### config.mk
export PLATFORM = sky130hd
export DESIGN_NAME = pdn_init_sequencer
export DESIGN_NICKNAME = d
export VERILOG_FILES = /design/src/rtl/pdnseq_pkg.sv /design/src/rtl/pdnseq_datapath.sv /design/src/rtl/pdnseq_control.sv /design/src/rtl/pdn_init_sequencer.sv
export SDC_FILE = /design/constraint.sdc
export NUM_CORES = 1
export LEC_CHECK = 0
export ABC_AREA = 1
export ABC_CLOCK_PERIOD_IN_PS = 3400
export BUFFER_PORTS_ARGS = -buffer_cell sky130_fd_sc_hd__buf_2
export CAP_MARGIN = 30
export CORE_ASPECT_RATIO = 0.7
export CORE_UTILIZATION = 25
export CTS_BUF_LIST = sky130_fd_sc_hd__clkbuf_8
export DETAILED_ROUTE_END_ITERATION = 10
export HOLD_SLACK_MARGIN = 0.1
export PLACE_DENSITY = 0.55
export SLEW_MARGIN = 5
export SYNTH_ARGS = -nofsm -noshare
export SYNTH_HDL_FRONTEND = slang
export SYNTH_SLANG_ARGS = --single-unit
### constraint.sdc
create_clock -name clk -period 3.4 [get_ports clk]
set_clock_uncertainty 0.15 [all_clocks]
set_input_delay 0.68 -clock clk [delete_from_list [all_inputs] [get_ports clk]]
set_output_delay 0.68 -clock clk [all_outputs]
set_load 0.05 [all_outputs]
### src/rtl/pdnseq_pkg.sv
package pdnseq_pkg;

  typedef enum logic [1:0] {
    ST_OFF  = 2'd0,
    ST_WAIT = 2'd1,
    ST_INIT = 2'd2,
    ST_RUN  = 2'd3
  } seqState_e;

  // control -> datapath
  typedef struct packed {
    logic passSamples;
    logic filterEnable;
  } ctrlStrobe_t;

  // datapath -> control
  typedef struct packed {
    logic pdnHigh;
    logic lrckRise;
    logic lrckFall;
  } inEvent_t;

endpackage

### src/rtl/pdnseq_datapath.sv
module pdnseq_datapath
  import pdnseq_pkg::*;
#(
  parameter int SAMPLE_W    = 24,
  parameter int SYNC_STAGES = 2
) (
  input  logic                clk,
  input  logic                rstN,
  input  logic                pdnIn,
  input  logic                lrckIn,
  input  logic [SAMPLE_W-1:0] sampleLeftIn,
  input  logic [SAMPLE_W-1:0] sampleRightIn,
  input  ctrlStrobe_t         strobes,
  output inEvent_t            events,
  output logic [SAMPLE_W-1:0] sampleLeftOut,
  output logic [SAMPLE_W-1:0] sampleRightOut,
  output logic                dataValid,
  output logic                filterRstN
);

  localparam int NUM_CH = 2;

  logic [SYNC_STAGES-1:0] pdnPipe;
  logic                   lrckQ;

  // power-down synchronizer, resets to "powered down"
  always_ff @(posedge clk or negedge rstN) begin
    if (!rstN) pdnPipe <= '0;
    else       pdnPipe <= {pdnPipe[SYNC_STAGES-2:0], pdnIn};
  end

  // frame-clock edge detector
  always_ff @(posedge clk or negedge rstN) begin
    if (!rstN) lrckQ <= 1'b0;
    else       lrckQ <= lrckIn;
  end

  always_comb begin
    events.pdnHigh  = pdnPipe[SYNC_STAGES-1];
    events.lrckRise = lrckIn & ~lrckQ;
    events.lrckFall = ~lrckIn & lrckQ;
  end

  logic [NUM_CH-1:0][SAMPLE_W-1:0] chIn;
  logic [NUM_CH-1:0][SAMPLE_W-1:0] chOut;

  assign chIn[0] = sampleLeftIn;
  assign chIn[1] = sampleRightIn;

  // per-channel zero forcing
  for (genvar g = 0; g < NUM_CH; g++) begin : g_chan
    assign chOut[g] = strobes.passSamples ? chIn[g] : '0;
  end

  assign sampleLeftOut  = chOut[0];
  assign sampleRightOut = chOut[1];
  assign dataValid      = strobes.passSamples;
  assign filterRstN     = strobes.filterEnable;

endmodule

### src/rtl/pdnseq_control.sv
module pdnseq_control
  import pdnseq_pkg::*;
#(
  parameter int MASTER_FRAMES = 4129,
  parameter int SLAVE_FRAMES  = 4132
) (
  input  logic        clk,
  input  logic        rstN,
  input  logic        masterMode,
  input  logic        i2sMode,
  input  inEvent_t    events,
  output ctrlStrobe_t strobes,
  output seqState_e   stateOut
);

  localparam int MAX_FRAMES = (MASTER_FRAMES > SLAVE_FRAMES) ? MASTER_FRAMES : SLAVE_FRAMES;
  localparam int CNT_W      = $clog2(MAX_FRAMES + 1);
  localparam logic [CNT_W-1:0] MASTER_LAST = CNT_W'(MASTER_FRAMES - 1);
  localparam logic [CNT_W-1:0] SLAVE_LAST  = CNT_W'(SLAVE_FRAMES - 1);

  seqState_e        state, stateNxt;
  logic [CNT_W-1:0] frameCnt, frameCntNxt;
  logic [CNT_W-1:0] lastFrame;
  logic             startEdge;

  always_comb begin
    lastFrame   = masterMode ? MASTER_LAST : SLAVE_LAST;
    startEdge   = i2sMode ? events.lrckFall : events.lrckRise;
    stateNxt    = state;
    frameCntNxt = frameCnt;
    if (!events.pdnHigh) begin
      stateNxt    = ST_OFF;
      frameCntNxt = '0;
    end else begin
      case (state)
        ST_OFF: begin
          stateNxt    = masterMode ? ST_INIT : ST_WAIT;
          frameCntNxt = '0;
        end
        ST_WAIT: begin
          if (startEdge) begin
            stateNxt    = ST_INIT;
            frameCntNxt = '0;
          end
        end
        ST_INIT: begin
          if (events.lrckRise) begin
            if (frameCnt == lastFrame) begin
              stateNxt    = ST_RUN;
              frameCntNxt = '0;
            end else begin
              frameCntNxt = frameCnt + 1'b1;
            end
          end
        end
        default: ;
      endcase
    end
  end

  always_ff @(posedge clk or negedge rstN) begin
    if (!rstN) begin
      state    <= ST_OFF;
      frameCnt <= '0;
    end else begin
      state    <= stateNxt;
      frameCnt <= frameCntNxt;
    end
  end

  always_comb begin
    strobes.passSamples  = (state == ST_RUN);
    strobes.filterEnable = (state != ST_OFF);
  end

  assign stateOut = state;

endmodule

### src/rtl/pdn_init_sequencer.sv
module pdn_init_sequencer
  import pdnseq_pkg::*;
#(
  parameter int SAMPLE_W      = 24,
  parameter int MASTER_FRAMES = 4129,
  parameter int SLAVE_FRAMES  = 4132
) (
  input  logic                clk,
  input  logic                rstN,
  input  logic                pdnIn,
  input  logic                masterMode,
  input  logic                i2sMode,
  input  logic                lrckIn,
  input  logic [SAMPLE_W-1:0] sampleLeftIn,
  input  logic [SAMPLE_W-1:0] sampleRightIn,
  output logic [SAMPLE_W-1:0] sampleLeftOut,
  output logic [SAMPLE_W-1:0] sampleRightOut,
  output logic                dataValid,
  output logic                filterRstN,
  output logic [1:0]          seqState
);

  ctrlStrobe_t strobes;
  inEvent_t    events;
  seqState_e   stateW;

  pdnseq_datapath #(
    .SAMPLE_W   (SAMPLE_W),
    .SYNC_STAGES(2)
  ) i_dp (
    .clk           (clk),
    .rstN          (rstN),
    .pdnIn         (pdnIn),
    .lrckIn        (lrckIn),
    .sampleLeftIn  (sampleLeftIn),
    .sampleRightIn (sampleRightIn),
    .strobes       (strobes),
    .events        (events),
    .sampleLeftOut (sampleLeftOut),
    .sampleRightOut(sampleRightOut),
    .dataValid     (dataValid),
    .filterRstN    (filterRstN)
  );

  pdnseq_control #(
    .MASTER_FRAMES(MASTER_FRAMES),
    .SLAVE_FRAMES (SLAVE_FRAMES)
  ) i_ctrl (
    .clk       (clk),
    .rstN      (rstN),
    .masterMode(masterMode),
    .i2sMode   (i2sMode),
    .events    (events),
    .strobes   (strobes),
    .stateOut  (stateW)
  );

  assign seqState = stateW;

endmodule

==> implementation parameters, run 1 <==
Parameter                              Value

Route
  DR vias ... 1806
  Detailed-router iteration count before antenna repair ... 4
  Average wire length per cell after detail routing ... 9.25 µm
  Final routed DRC violation total ... 0
  Initial drt markers ... 41
  Total wirelength of the detailed-routed design ... 4.08 mm
  ANT nets after route ... 0
  Via-to-Cell Ratio ... 4.10

Status
  Outcome ... finished, final reports clean

Logic synthesis
  Number of distinct standard cells referenced by the synthesized netlist ... 21
  Syn Area/Cell ... 5.78 µm²
  Sequential-to-total area share from yosys stat ... 0.297
  Post-Synthesis Net Count ... 321
  Number of cells produced by synthesis ... 262
  Count of state elements after synthesis ... 18
  Combined area of all synthesized cells ... 1520 µm²
  Number of warning messages in the yosys log ... 0

Setup path
  Worst Reg2Reg Path Length in Cells ... 9
  Largest driver fanout on the critical path ... 45
  Capture instance of the worst register-to-register path ... i_ctrl.frameCnt[6]$_DFFE_PN0P_
  Internal reg-to-reg setup slack ... 1.20 ns
  Arrival time of the worst setup path ... 1.81 ns
  Kind of launch point of the worst setup path ... flop
  Setup crit start ... i_ctrl.stateOut[0]$_DFFE_PN0P_
  Req. time, crit path ... 2.57 ns
  Reg-to-reg startpoint ... i_ctrl.stateOut[0]$_DFFE_PN0P_
  Endpoint of the most critical setup path ... sampleRightOut[19]
  Biggest cell delay along the critical path ... 0.43 ns
  Cell-by-cell trace of the critical path ... ha_1 -> buf_4 -> nand2_1 -> inv_1 -> buf_2
  Setup CP Type ... flop to output port
  Sort of element at the end of the critical path ... output port
  Crit-path slowest cell ... sky130_fd_sc_hd__dfrtp_1

Die
  Cell Rows ... 23
  # IOs ... 106
  Core Footprint ... 5780 µm²
  Starting density of the core ... 0.262
  Horizontal die dimension ... 95.1 µm
  DIE HEIGHT ... 67.1 µm
  Total Die Area ... 6380 µm²

Timing
  Setup violations, final ... 0
  Minimum period implied by the final worst setup slack ... 2.64 ns
  RSZ-0062 raised after global routing ... false
  Tightest slew margin relative to the limit ... 0.618
  Portion of the clock cycle consumed by the worst path in the final layout ... 0.777
  Aggregate negative setup slack ... 0 ns
  Final Hold Slack ... 0.196 ns
  Maximum operating frequency ... 0.379 GHz
  Worst-Margin Slew ... 0.573 ns
  Final Slew Violations ... 0
  Final count of hold timing violations ... 0

Global routing
  Global route total overflow ... 0
  Maximum number of pins on one net before global-route repair ... 46
  First-pass GRT wire length ... 6.37 mm
  Initial antenna violation count ... 0
  Total Routing Usage GR ... 0.127
  Vias in the first global route ... 1473

Clocking
  Number of buffers created by CTS ... 3
  Depth of the CTS H-tree ... 1
  Post-CTS clock slew at the launch and capture registers of the worst setup and hold paths ... 0.07 ns
  TritonCTS Sinks ... 18
  Resized Gates After CTS ... 0
  Clock tree from TritonCTS ... yes
  Hold buffer count at CTS ... 0
  Clock tree buffer depth ... 2
  Insertion delay of the later-clocked pin in the worst-skew pair ... 0.26 ns
  Buffers inserted by post-CTS timing repair ... 0
  Clock root buffer master ... sky130_fd_sc_hd__clkbuf_8

Power
  Maximum resistive drop on vdd ... 215 µV
  Post-layout power ... 1.06 mW
  Leakage Power ... 1.59 nW
  PwrDens ... 491 nW/µm²

Placed design
  HPWL Detailed ... 3.34 mm
  Placer Congestion ... 0.773
  Number of buffer cells added on primary ports ... 105
  Placed instance count ... 437

Layout
  FILL cells ... 641
  Layout cells sized above 1 ... 0.331
  Relative area change from synthesis to final layout ... 43.0%
  # nets final ... 426
  End-of-flow core utilization ... 0.375
  Number of antenna diodes ... 0
  Post-layout instance count excluding filler cells ... 441

Hold path
  Hold Crit Class ... primary input to asynchronous set/reset pin

Run
  Number of maximum-capacitance violations ... 0
[metal layers]
metal / up-vias / routed length [µm] / part of all wire / track usage
met4: 0 / 31 / 0.0076 / 0.0284
met5: - / 0 / 0 / 0
met2: 64 / 1910 / 0.47 / 0.244
met1: 773 / 1820 / 0.45 / 0.146
li1: 964 / - / - / -
met3: 5 / 318 / 0.078 / 0.0236
[cell families after synthesis]
logic type | Yosys count | share of synthesized area
AO/OA/AOI/OAI | 10 | 0.0355
buffers and inverters | 77 | 0.196
flip-flops | 18 | 0.297
AND/OR/NAND/NOR | 150 | 0.419
XOR/XNOR | 2 | 0.0116
adder cells (fa/ha/maj) | 5 | 0.0413
[critical path, delay by kind of cell, from the launching register on]
| kind | cells | cell delay (ns) |
|---|---|---|
| simple gates | 1 | 0.10 |
| buf+inv | 3 | 0.74 |
| flops | 1 | 0.43 |
| fa+ha+maj | 1 | 0.29 |
[state kept, by name, summed over array words and instances, names as in the netlist]
signal and cells:
i_ctrl.frameCnt 13, i_ctrl.stateOut 2, i_dp.lrckQ 1, i_dp.pdnPipe 2
[how the worst min path moves through the flow]
stage	end	slack [ns]	start	cells after the start
floorplan	i_dp.pdnPipe[1]$_DFF_PN0_	0.18	i_dp.pdnPipe[0]$_DFF_PN0_	0
global placement	i_dp.pdnPipe[1]$_DFF_PN0_	0.18	i_dp.pdnPipe[0]$_DFF_PN0_	0
detailed placement	i_dp.pdnPipe[1]$_DFF_PN0_	0.19	i_dp.pdnPipe[0]$_DFF_PN0_	0
CTS	i_dp.pdnPipe[1]$_DFF_PN0_	0.20	i_dp.pdnPipe[0]$_DFF_PN0_	0
global route	i_ctrl.frameCnt[8]$_DFFE_PN0P_	0.22	rstN	1
finish	i_dp.lrckQ$_DFF_PN0_	0.20	rstN	1
[cell usage in the layout, fill, tap and decap left out, drive strengths merged]
master | synthesis | routed
nor3 | 2 | 2
xnor2 | 1 | 1
ha | 5 | 5
buf | 3 | 106
clkbuf | 3 | 4
o21ai | 5 | 5
nor2 | 32 | 32
nand3 | 23 | 23
a21oi | 5 | 5
dfrtp | 18 | 18
xor2 | 1 | 1
inv | 71 | 71
nand2 | 90 | 90
nand4 | 3 | 3
[per-stage QoR]
step           setup WS (ns)  instance area, µm²
4_1_cts                0.688                2170
3_3_place_gp            1.03                2110
5_1_grt                0.563                2170
2_1_floorplan          0.312                1520
3_5_place_dp           0.972                2110
6_report               0.760                2170
[cell usage after synthesis (all sizes together)]
master / n / area (µm²)
inv: 71 / 267
nand3: 23 / 135
nand4: 3 / 18.8
xor2: 1 / 8.76
nand2: 90 / 343
nor3: 2 / 10.0
buf: 3 / 18.8
clkbuf: 3 / 11.3
xnor2: 1 / 8.76
dfrtp: 18 / 450
ha: 5 / 62.6
nor2: 32 / 128
o21ai: 5 / 25.0
a21oi: 5 / 28.8
[layout make-up]
type	instances	area, µm²	area share
clock buffers	4	55.1	0.0254
inverters	71	267	0.123
multi-input cells	167	768	0.355
flip-flops and latches	18	450	0.208
well taps	75	93.8	0.0433
repair buffers	106	533	0.246
[power breakdown]
part	switching [mW]	leakage, nW	internal [mW]
clock network	0.0720	0.0288	0.103
registers	0.0215	0.242	0.231
logic	0.489	1.32	0.146
total	0.582	1.59	0.481
Power figures use the tool's default switching activity.
==> run 2, diff against run 1 <==
--- a/config.mk
+++ b/config.mk
@@ -5,8 +5,8 @@
 export SDC_FILE = /design/constraint.sdc
 export NUM_CORES = 1
 export LEC_CHECK = 0
-export ABC_AREA = 1
-export ABC_CLOCK_PERIOD_IN_PS = 3400
+export ABC_AREA = 0
+export ABC_CLOCK_PERIOD_IN_PS = 2560
 export BUFFER_PORTS_ARGS = -buffer_cell sky130_fd_sc_hd__buf_2
 export CAP_MARGIN = 30
 export CORE_ASPECT_RATIO = 0.7
@@ -14,7 +14,7 @@
 export CTS_BUF_LIST = sky130_fd_sc_hd__clkbuf_8
 export DETAILED_ROUTE_END_ITERATION = 10
 export HOLD_SLACK_MARGIN = 0.1
-export PLACE_DENSITY = 0.55
+export PLACE_DENSITY = 0.56
 export SLEW_MARGIN = 5
 export SYNTH_ARGS = -nofsm -noshare
 export SYNTH_HDL_FRONTEND = slang
==> constraint.sdc (replaced) <==
create_clock -name clk -period 2.56 [get_ports clk]
set_clock_uncertainty 0.15 [all_clocks]
set_input_delay 0.512 -clock clk [delete_from_list [all_inputs] [get_ports clk]]
set_output_delay 0.512 -clock clk [all_outputs]
set_load 0.05 [all_outputs]
==> run 2 against run 1 <==
  * Register-to-register slack worse by 1.0 ns
  * Worst hold slack better by 0.0047 ns
  * Cell area down 3.4%
  * Via count down 18%
  * Count of clock-buffer cells in the layout down 1
  * Flip-flop and latch count unchanged
  * Setup slack worse by 0.60 ns
  * Non-clock buffer count up 3
  * Largest cell class unchanged
  * Largest power group unchanged
  * Highest routed layer unchanged
==> implementation parameters, run 2 <==
Parameter                              Value

Setup path
  Top cell family by delay on the critical path ... simple AND/OR/NAND/NOR gates
  Setup crit start ... i_ctrl.stateOut[0]$_DFFE_PN0P_
  Number of cells on the critical path ... 8 (+3)
  Req. time, crit path ... 2.57 ns (about the same)
  Worst Reg2Reg Path Length in Cells ... 8 (-1)
  Capture instance of the worst register-to-register path ... i_ctrl.frameCnt[7]$_DFFE_PN0P_
  Worst Path Buf+Inv ... 2 (-1)
  Arrival time of the worst setup path ... 2.40 ns (+0.59 ns)
  Crit-path slowest cell ... sky130_fd_sc_hd__dfrtp_2
  Cell-by-cell trace of the critical path ... inv_1 -> ha_1 -> nor2_1 -> a2111oi_4 -> nand3_2 -> buf_4 -> or3_1 -> o21ai_0
  Kind of launch point of the worst setup path ... flop
  Internal reg-to-reg setup slack ... 0.16 ns (-1.04 ns)
  Largest driver fanout on the critical path ... 7 (-84%)
  Setup CP Type ... flop to flop
  Biggest cell delay along the critical path ... 0.45 ns (+0.02 ns)
  Sort of element at the end of the critical path ... flop
  Reg-to-reg startpoint ... i_ctrl.stateOut[0]$_DFFE_PN0P_

Route
  ANT nets after route ... 0 (unchanged)
  DR vias ... 1483 (-18%)
  Total wirelength of the detailed-routed design ... 3.77 mm (-7.7%)
  Final routed DRC violation total ... 0 (unchanged)
  Initial drt markers ... 43 (+4.9%)
  Detailed-router iteration count before antenna repair ... 4 (unchanged)
  Average wire length per cell after detail routing ... 10.9 µm (+18%)
  Via-to-Cell Ratio ... 4.30 (+5.0%)

Placed design
  Worst setup timing slack at the placement stage ... 0.0808 ns (-0.891 ns)
  Number of buffer cells added on primary ports ... 105 (unchanged)
  HPWL Detailed ... 2.96 mm (-11%)
  Placer Congestion ... 0.805 (+4.2%)

Logic synthesis
  Post-Synthesis Net Count ... 228 (-29%)
  Count of state elements after synthesis ... 18 (unchanged)
  Number of distinct standard cells referenced by the synthesized netlist ... 37 (+76%)
  Sequential-to-total area share from yosys stat ... 0.323 (+0.0253)
  Syn Area/Cell ... 8.26 µm² (+43%)
  Leading register cell type out of synthesis ... sky130_fd_sc_hd__dfrtp_1
  Synth top area cells ... sky130_fd_sc_hd__dfrtp_1, sky130_fd_sc_hd__and2_1, sky130_fd_sc_hd__ha_1
  Async set-or-reset flop fraction in the synthesized netlist ... 1.00 (unchanged)
  Number of warning messages in the yosys log ... 0 (unchanged)
  Cell with the most instances after synthesis ... sky130_fd_sc_hd__and2_1
  Combined area of all synthesized cells ... 1400 µm² (-7.8%)
  Number of enable-type register cells in the synthesized netlist ... 0 (unchanged)
  Top cells by instance count after synthesis ... sky130_fd_sc_hd__and2_1, sky130_fd_sc_hd__dfrtp_1, sky130_fd_sc_hd__nand2_1
  Number of cells produced by synthesis ... 169 (-35%)
  Cell taking the most area after synthesis ... sky130_fd_sc_hd__dfrtp_1
  Share of Yosys cell area claimed by the top area cell type ... 0.323 (+0.0253)

Timing
  Portion of the clock cycle consumed by the worst path in the final layout ... 0.937
  Worst-Margin Slew ... 0.527 ns (-0.0465 ns)
  Final Slew Violations ... 0 (unchanged)
  Setup WS post-layout ... 0.161 ns (-0.598 ns)
  Setup violations, final ... 0 (unchanged)
  Minimum period implied by the final worst setup slack ... 2.40 ns
  Maximum operating frequency ... 0.417 GHz
  Final Hold Slack ... 0.201 ns (+0.00474 ns)
  Final count of hold timing violations ... 0 (unchanged)
  Tightest slew margin relative to the limit ... 0.647 (+0.0299)
  Aggregate negative setup slack ... 0 ns (unchanged)

Layout
  Layout cells sized above 1 ... 0.524 (+0.193)
  Relative area change from synthesis to final layout ... 49.9%
  FILL cells ... 549 (-14%)
  Highest-count cells in the layout ignoring fill and taps ... sky130_fd_sc_hd__buf_2, sky130_fd_sc_hd__and2_1, sky130_fd_sc_hd__and2_2, sky130_fd_sc_hd__nand2_1, sky130_fd_sc_hd__dfrtp_1
  Register bank with the most flops ... i_ctrl.frameCnt
  # nets final ... 333 (-22%)
  Leading cell type in the layout, fill and taps excluded ... sky130_fd_sc_hd__buf_2
  Largest register FFs ... 13 (unchanged)
  Number of antenna diodes ... 0 (unchanged)

Clocking
  TritonCTS Sinks ... 18 (unchanged)
  Clock root buffer master ... sky130_fd_sc_hd__clkbuf_8
  Insertion delay of the later-clocked pin in the worst-skew pair ... 0.26 ns (about the same)
  Post-CTS clock slew at the launch and capture registers of the worst setup and hold paths ... 0.07 ns (about the same)
  Number of buffers created by CTS ... 3 (unchanged)
  Buffers inserted by post-CTS timing repair ... 0 (unchanged)
  Depth of the CTS H-tree ... 1 (unchanged)
  Clock tree buffer depth ... 2 (unchanged)
  Clock tree from TritonCTS ... yes

Status
  Outcome ... finished, final reports clean

Global routing
  Vias in the first global route ... 1280 (-13%)
  Global route total overflow ... 0 (unchanged)
  Total Routing Usage GR ... 0.129 (+0.00242)
  Initial antenna violation count ... 0 (unchanged)
  Maximum number of pins on one net before global-route repair ... 50 (+8.7%)
  First-pass GRT wire length ... 6.07 mm (-4.6%)

Power
  PwrDens ... 551 nW/µm² (+12%)
  Leakage Power ... 1.12 nW (-30%)
  Maximum resistive drop on vdd ... 281 µV (+31%)
  Post-layout power ... 1.15 mW (+8.6%)

Hold path
  Number of instances on the worst hold path ... 0
  Hold Path Sink ... i_dp.pdnPipe[1]$_DFF_PN0_
  Hold Crit Class ... flop to flop
  Startpoint of the most critical hold path ... i_dp.pdnPipe[0]$_DFF_PN0_

Die
  Total Die Area ... 5890 µm² (-7.7%)
  Horizontal die dimension ... 91.3 µm (-3.9%)
  # IOs ... 106 (unchanged)
  Cell Rows ... 22 (-4.3%)
  Core Footprint ... 5310 µm² (-8.2%)
  DIE HEIGHT ... 64.5 µm (-3.9%)
  Starting density of the core ... 0.263 (+0.000885)

Run
  Number of maximum-capacitance violations ... 0 (unchanged)
[run 2: changes by cell type after synthesis, moves of 8 or more]
cell                      delta
sky130_fd_sc_hd__and2_1     +50
sky130_fd_sc_hd__nor2_1     -23
sky130_fd_sc_hd__inv_1      -62
sky130_fd_sc_hd__nand2_1    -72
sky130_fd_sc_hd__nand3_1     -8
[run 2: timing repair]
item / 4_1_cts / 5_1_grt
gates resized for setup: 0 / 3
hold buffers: 1 / 0
hold endpoints to repair: 18 / 0
setup endpoints to repair: 0 / 55
[run 2: cell type report]
class | count | area, µm² | area share
multi-input cells | 134 | 917 | 0.438
inverters | 8 | 30.0 | 0.0143
clock buffers | 3 | 41.3 | 0.0197
flip-flops and latches | 18 | 453 | 0.216
repair buffers | 109 | 558 | 0.267
clock inverters | 1 | 3.75 | 0.00179
well taps | 72 | 90.1 | 0.0430
[run 2: where the power goes]
part	leakage, nW	switching, mW	internal, mW	total (mW)
combinational	0.854	0.445	0.190	0.635
sequential	0.240	0.0169	0.300	0.317
clock	0.0269	0.0960	0.107	0.203
[run 2: cell families after synthesis]
logic type / synth area share
AOI/OAI and AO/OA: 0.143
DFF: 0.323
buffers and inverters: 0.0529
and+or+nand+nor: 0.436
adders and majority gates: 0.0448
[run 2: worst max-delay path by stage]
stage                                      end  slack [ns]
2_1_floorplan               sampleRightOut[10]        0.15
3_3_place_gp   i_ctrl.frameCnt[10]$_DFFE_PN0P_        0.15
3_5_place_dp   i_ctrl.frameCnt[10]$_DFFE_PN0P_        0.08
4_1_cts                     sampleRightOut[12]        0.06
5_1_grt         i_ctrl.frameCnt[7]$_DFFE_PN0P_      -0.006
6_report        i_ctrl.frameCnt[7]$_DFFE_PN0P_        0.16
[run 2: metal layers]
layer | track usage | share of wire | vias up
met2 | 0.226 | 0.45 | 53
li1 | - | - | 791
met3 | 0.0317 | 0.060 | 4
met5 | 0 | 0 | -
met1 | 0.159 | 0.48 | 635
met4 | 0.0357 | 0.0096 | 0
[run 2: stage by stage]
stage	instances	area, µm²	util
6_report	345	2090	0.394
5_1_grt	345	2090	0.394
4_1_cts	345	2080	0.391
3_5_place_dp	340	2020	0.380
3_3_place_gp	340	2020	0.380
2_1_floorplan	169	1430	-
